--- config.mk ---
export PLATFORM = sky130hd
export DESIGN_NAME = dbc_duplex_cmp
export DESIGN_NICKNAME = d
export VERILOG_FILES = /design/src/rtl/dbc_pkg.sv /design/src/rtl/dbc_tr_cell.sv /design/src/rtl/dbc_tr_tree.sv /design/src/rtl/dbc_duplex_cmp.sv
export SDC_FILE = /design/constraint.sdc
export NUM_CORES = 1
export LEC_CHECK = 0
export CAP_MARGIN = 10
export CORE_UTILIZATION = 29
export CTS_BUF_LIST = sky130_fd_sc_hd__clkbuf_8
export DETAILED_ROUTE_END_ITERATION = 10
export HOLD_SLACK_MARGIN = 0.15
export PLACE_DENSITY = 0.65
export SKIP_LAST_GASP = 1
export SLEW_MARGIN = 40
export SYNTH_ARGS = -nofsm -noshare
export SYNTH_HDL_FRONTEND = slang
export SYNTH_HIERARCHICAL = 1
export SYNTH_SLANG_ARGS = --single-unit
--- constraint.sdc ---
create_clock -name clk -period 3.6 [get_ports clk]
set_input_delay 0.36 -clock clk [delete_from_list [all_inputs] [get_ports clk]]
set_output_delay 0.36 -clock clk [all_outputs]
set_load 0.05 [all_outputs]
--- src/rtl/dbc_pkg.sv ---
package dbc_pkg;
    typedef enum logic [1:0] {
        ST_ACTIVE  = 2'd0,
        ST_MONITOR = 2'd1,
        ST_TRIPPED = 2'd2
    } dbc_state_e;

    localparam logic [1:0] RAIL_PAD = 2'b01;
endpackage

--- src/rtl/dbc_tr_cell.sv ---
module dbc_tr_cell (
    input  logic [1:0] x,
    input  logic [1:0] y,
    output logic [1:0] z
);
    // Two-rail checker: complementary inputs give a complementary output,
    // and any non-complementary input pair gives a non-complementary output.
    always_comb begin
        z[1] = (x[1] & y[1]) | (x[0] & y[0]);
        z[0] = (x[1] & y[0]) | (x[0] & y[1]);
    end
endmodule

--- src/rtl/dbc_tr_tree.sv ---
module dbc_tr_tree #(
    parameter int N = 72
) (
    input  logic [N-1:0] exp_vec,
    input  logic [N-1:0] obs_vec,
    output logic [1:0]   rails
);
    import dbc_pkg::*;

    localparam int LVLS = (N > 1) ? $clog2(N) : 1;
    localparam int P    = 1 << LVLS;

    for (genvar l = 0; l <= LVLS; l++) begin : g_lvl
        localparam int CNT = P >> l;
        logic [2*CNT-1:0] v;
        if (l == 0) begin : g_leaf
            for (genvar k = 0; k < P; k++) begin : g_pair
                if (k < N) begin : g_live
                    assign v[2*k+1:2*k] = {exp_vec[k], ~obs_vec[k]};
                end else begin : g_pad
                    assign v[2*k+1:2*k] = RAIL_PAD;
                end
            end
        end else begin : g_node
            for (genvar k = 0; k < CNT; k++) begin : g_cell
                dbc_tr_cell u_cell (
                    .x (g_lvl[l-1].v[4*k+1:4*k]),
                    .y (g_lvl[l-1].v[4*k+3:4*k+2]),
                    .z (v[2*k+1:2*k])
                );
            end
        end
    end

    assign rails = g_lvl[LVLS].v[1:0];
endmodule

--- src/rtl/dbc_duplex_cmp.sv ---
module dbc_duplex_cmp #(
    parameter int AW = 32,
    parameter int DW = 32,
    parameter int CW = 8
) (
    input  logic          clk,
    input  logic          rst_n,
    input  logic          monitor_mode,
    input  logic          wr_strobe,
    input  logic [AW-1:0] exp_addr,
    input  logic [DW-1:0] exp_data,
    input  logic [CW-1:0] exp_chk,
    input  logic [AW-1:0] obs_addr,
    input  logic [DW-1:0] obs_data,
    input  logic [CW-1:0] obs_chk,
    output logic          drv_oe,
    output logic [AW-1:0] drv_addr,
    output logic [DW-1:0] drv_data,
    output logic [CW-1:0] drv_chk,
    output logic [1:0]    tree_rails,
    output logic          err_flag,
    output logic          err_sticky
);
    import dbc_pkg::*;

    localparam int NB = AW + DW + CW;

    dbc_state_e    state_q, state_d;
    logic [NB-1:0] exp_vec, obs_vec;
    logic          miss;
    logic          hit;

    assign exp_vec = {exp_chk, exp_data, exp_addr};
    assign obs_vec = {obs_chk, obs_data, obs_addr};

    dbc_tr_tree #(.N(NB)) u_tree (
        .exp_vec (exp_vec),
        .obs_vec (obs_vec),
        .rails   (tree_rails)
    );

    // Single-rail conversion: equal rails mean an invalid code word.
    assign miss = ~(tree_rails[1] ^ tree_rails[0]);
    assign hit  = monitor_mode & wr_strobe & miss;

    // Bus drivers
    always_comb begin
        drv_oe   = ~monitor_mode;
        drv_addr = monitor_mode ? '0 : exp_addr;
        drv_data = monitor_mode ? '0 : exp_data;
        drv_chk  = monitor_mode ? '0 : exp_chk;
    end

    // Next-state logic
    always_comb begin
        state_d = state_q;
        unique case (state_q)
            ST_ACTIVE, ST_MONITOR: begin
                if (hit)               state_d = ST_TRIPPED;
                else if (monitor_mode) state_d = ST_MONITOR;
                else                   state_d = ST_ACTIVE;
            end
            ST_TRIPPED: state_d = ST_TRIPPED;
            default:    state_d = ST_ACTIVE;
        endcase
    end

    // State register
    always_ff @(posedge clk) begin
        if (!rst_n) begin
            state_q  <= ST_ACTIVE;
            err_flag <= 1'b0;
        end else begin
            state_q  <= state_d;
            err_flag <= hit;
        end
    end

    // Outputs
    always_comb begin
        err_sticky = (state_q == ST_TRIPPED);
    end

    p_drive_off_r2: assert property (@(posedge clk) disable iff (!rst_n)
        monitor_mode |-> (!drv_oe && drv_data == '0 && drv_addr == '0));
    p_valid_equal_r3: assert property (@(posedge clk) disable iff (!rst_n)
        (exp_vec == obs_vec) |-> (tree_rails[1] != tree_rails[0]));
    p_invalid_diff_r4: assert property (@(posedge clk) disable iff (!rst_n)
        (exp_vec != obs_vec) |-> (tree_rails[1] == tree_rails[0]));
    p_err_qualified_r6: assert property (@(posedge clk) disable iff (!rst_n)
        $rose(err_flag) |-> $past(monitor_mode && wr_strobe));
    p_err_trips_r5: assert property (@(posedge clk) disable iff (!rst_n)
        err_flag |-> err_sticky);
    p_sticky_holds_r7: assert property (@(posedge clk) disable iff (!rst_n)
        err_sticky |=> err_sticky);
endmodule

==> results of run 1 <==
[power by group through the flow]
| stage | clock [W] | sequential (W) | combinational (W) |
|---|---|---|---|
| 2_1_floorplan | 0 | 0.0000380 | 0.000555 |
| 6_report | 0.0000970 | 0.0000362 | 0.000890 |
| 3_3_place_gp | 0 | 0.0000364 | 0.000853 |
| 5_1_grt | 0.000103 | 0.0000366 | 0.000960 |
| 4_1_cts | 0.0000990 | 0.0000362 | 0.000866 |
| 3_5_place_dp | 0 | 0.0000366 | 0.000862 |
[worst max-delay path: stages]
cell and delay, ns:
clkdlybuf4s50_1 0.46, inv_1 0.05, a22o_1 0.26, a22o_1 0.25, a22o_1 0.26, a22o_1 0.26
a22o_1 0.22, a22o_1 0.23, a22o_1 0.27, buf_4 0.20
[metrics by stage]
step                setup WS (ns)  hold WS [ns]  power, W  std cells
detailed placement          0.418         0.504  0.000898        996
global placement            0.453         0.493  0.000890        996
finish                      0.403         0.511   0.00102       1000
CTS                         0.420         0.510   0.00100       1000
global route                0.324         0.552   0.00110       1000
floorplan                   0.805         0.477  0.000593        642
[registers in the layout, indices dropped and copies added (netlist names)]
signal,cells
state_q,2
err_flag,1
[cell families after synthesis]
group | count (synthesis) | share of synthesized area [%]
buf+inv | 83 | 10.3
xor+xnor | 1 | 0.280
other cells | 2 | 0.240
simple gates | 75 | 15.4
flops | 3 | 1.92
compound gates | 256 | 71.8
[placed cells by master, fill, tap and decap left out]
cell type / count
a22o_1: 254
buf_2: 1
buf_4: 4
clkbuf_8: 3
clkdlybuf4s50_1: 221
conb_1: 224
dfxtp_1: 3
inv_1: 75
inv_2: 1
nand4b_1: 1
nor2b_1: 73
nor4b_2: 1
o2111a_1: 1
o2bb2ai_1: 1
xor2_1: 1
[final cells by class]
class / instances / area share, %
Clock buffer: 3 / 0.647
Clock inverter: 1 / 0.0588
Inverter: 75 / 4.41
Multi-Input combinational cell: 556 / 56.0
Sequential cell: 3 / 0.942
Tap cell: 136 / 2.67
Timing Repair Buffer: 226 / 35.2
[per-layer routing]
layer,part of all wire (%),global-route usage (%)
met1,41,23.7
met2,53,42.5
met3,5.1,3.34
met4,0.49,1.59
met5,0,0
[worst min path at each step]
stage | to | slack [ns] | depth (start not counted)
after global routing | state_q[1] | 0.55 | 2
final | state_q[1] | 0.51 | 2
after CTS | state_q[1] | 0.51 | 2
after global placement | state_q[1] | 0.49 | 2
after floorplan | state_q[1] | 0.48 | 1
after detailed placement | state_q[1] | 0.50 | 2
==> results by group, run 1 <==
Routing
  – Routed via count: ~4.7k
  – Initial DRC Count: about 160
  – Total Wirelength: 12.4 mm
  – Drt wl/cell: roughly 12 µm
  – Number of antenna-violating nets in the routed design: 0
  – TritonRoute pass-1 iters: 4
  – Vias per cell: between 4 and 5
  – Residual DRC count: 0

Min path
  – Hold_sp: state_q[0]
  – Hold Path Class: reg -> reg

Yosys
  – Post-synth EDFFs: 0
  – Synth top cells by count: a22o_1 (254), inv_1 (74), nor2b_1 (73)
  – Synth Cell Area: ~3100 µm²
  – Top cells by area, synth: a22o_1 (71%), nor2b_1 (15%), inv_1 (8.9%)
  – Ys async rst share: 0%
  – Main synth FF type: dfxtp_1
  – Cell taking the most area after synthesis: a22o_1
  – Top cell type's share of synthesized area: 71.2%
  – Ys Warns: 6
  – Cells after synthesis: 420
  – Sequential-to-total area share from yosys stat: under 10%
  – Syn avg cell area: approximately 7.4 µm²
  – Count leader, synth: a22o_1
  – Count of state elements after synthesis: 3
  – Distinct cells, synth: 14

Floorplan
  – Io pins: around 230
  – Die W: around 110 µm
  – Core Rows: 37
  – Initial Utilization: roughly 30%
  – Die area: between 10000 and 15000 µm²
  – DIE HEIGHT: approximately 110 µm
  – Core area: between 10000 and 15000 µm²

Power and ir drop
  – Power per cell area: roughly 160 nW/µm²
  – NetSw: between 0.0004 and 0.0005 W
  – Clock network power share: a little under a tenth
  – Combinational share of power: 87.0%
  – P_int: approximately 0.00055 W
  – Maximum vdd drop: approximately 0.000084 V
  – Flop pwr share: under 10%
  – Leak: between 3 and 4 nW
  – Sw Share: between 40% and 50%

Setup path
  – Critical Path Sink Type: primary output
  – R2R cell count: 2
  – Setup crit start: obs_data[15]
  – Worst-path fanout max: 2
  – R2R Path Start: state_q[1]
  – Setup crit end: tree_rails[1]
  – Worst setup SP type: primary input
  – Critical Path RT: around 3.2 ns
  – Worst Path Arrival: between 2 and 3 ns
  – Setup CP Type: in -> out
  – FF-to-FF setup slack: about 2.9 ns
  – Critical R2R Capture: state_q[1]

Final layout
  – Footprint of the multi-input gates: about 3600 µm²
  – Sequential cell area: 60.1 µm²
  – # nets final: 1013
  – Layout cells sized above 1: approximately 1.2%
  – Diodes inserted: 0
  – Fill count: 966
  – Layout Utilization: 61.5%
  – Post-Layout Inst Area: ~6400 µm²
  – Layout area overhead: 104%

STA
  – Final cycle utilization of the critical path: between 80% and 90%
  – Slew Viols, Final: 0
  – Crit path time final: 3.20 ns
  – TNS Setup: 0 ns
  – Fin. Hold Viols: 0
  – Max Fclk: between 300 and 400 MHz
  – Setup violators final: 0
  – Worst Tran Pin Value: approximately 0.61 ns
  – Unrepaired setup endpoints after global routing: false
  – Max Clock Skew: 0.0000322 ns
  – Max-slew headroom: between 50% and 60%

Global routing
  – Total track usage: a little over a fifth
  – Gr ovfl total: 0
  – Antenna violations before repair: 0
  – Number of global-route vias before repair: roughly 4.3k
  – Global-route wire length before repair: 19.6 mm
  – Largest net degree at the start of global routing: 29

Clocking
  – Worst-skew pair later-pin latency: 0.22 ns
  – Setup Buffers After CTS: 0
  – Root Driver: clkbuf_8
  – Number of buffers created by CTS: 3
  – CTS tree: done
  – Clk buf depth: 2
  – Post-CTS sizing: 0
  – Clock-pin transition on the worst setup and hold timing paths: about 0.030 ns
  – Clk sinks: 3
  – H-tree levels: 1
  – Hold buffer count at cts: 0

Run
  – Max-cap viol count: 0

Placed design
  – GPL Wtd Cong: 0.759
  – Placed cell areas: about 6300 µm²
  – Post-DP HPWL: about 11 mm
  – # port buffers: around 220

Outcome
  – Outcome: complete, no violations
(Power assumes the default switching activity.)
==> run 2: changes to the inputs <==
- TNS_END_PERCENT: not set -> 5
==> results of run 2 <==
Same layout as run 1: the final DEF is identical, and so are final timing and power.
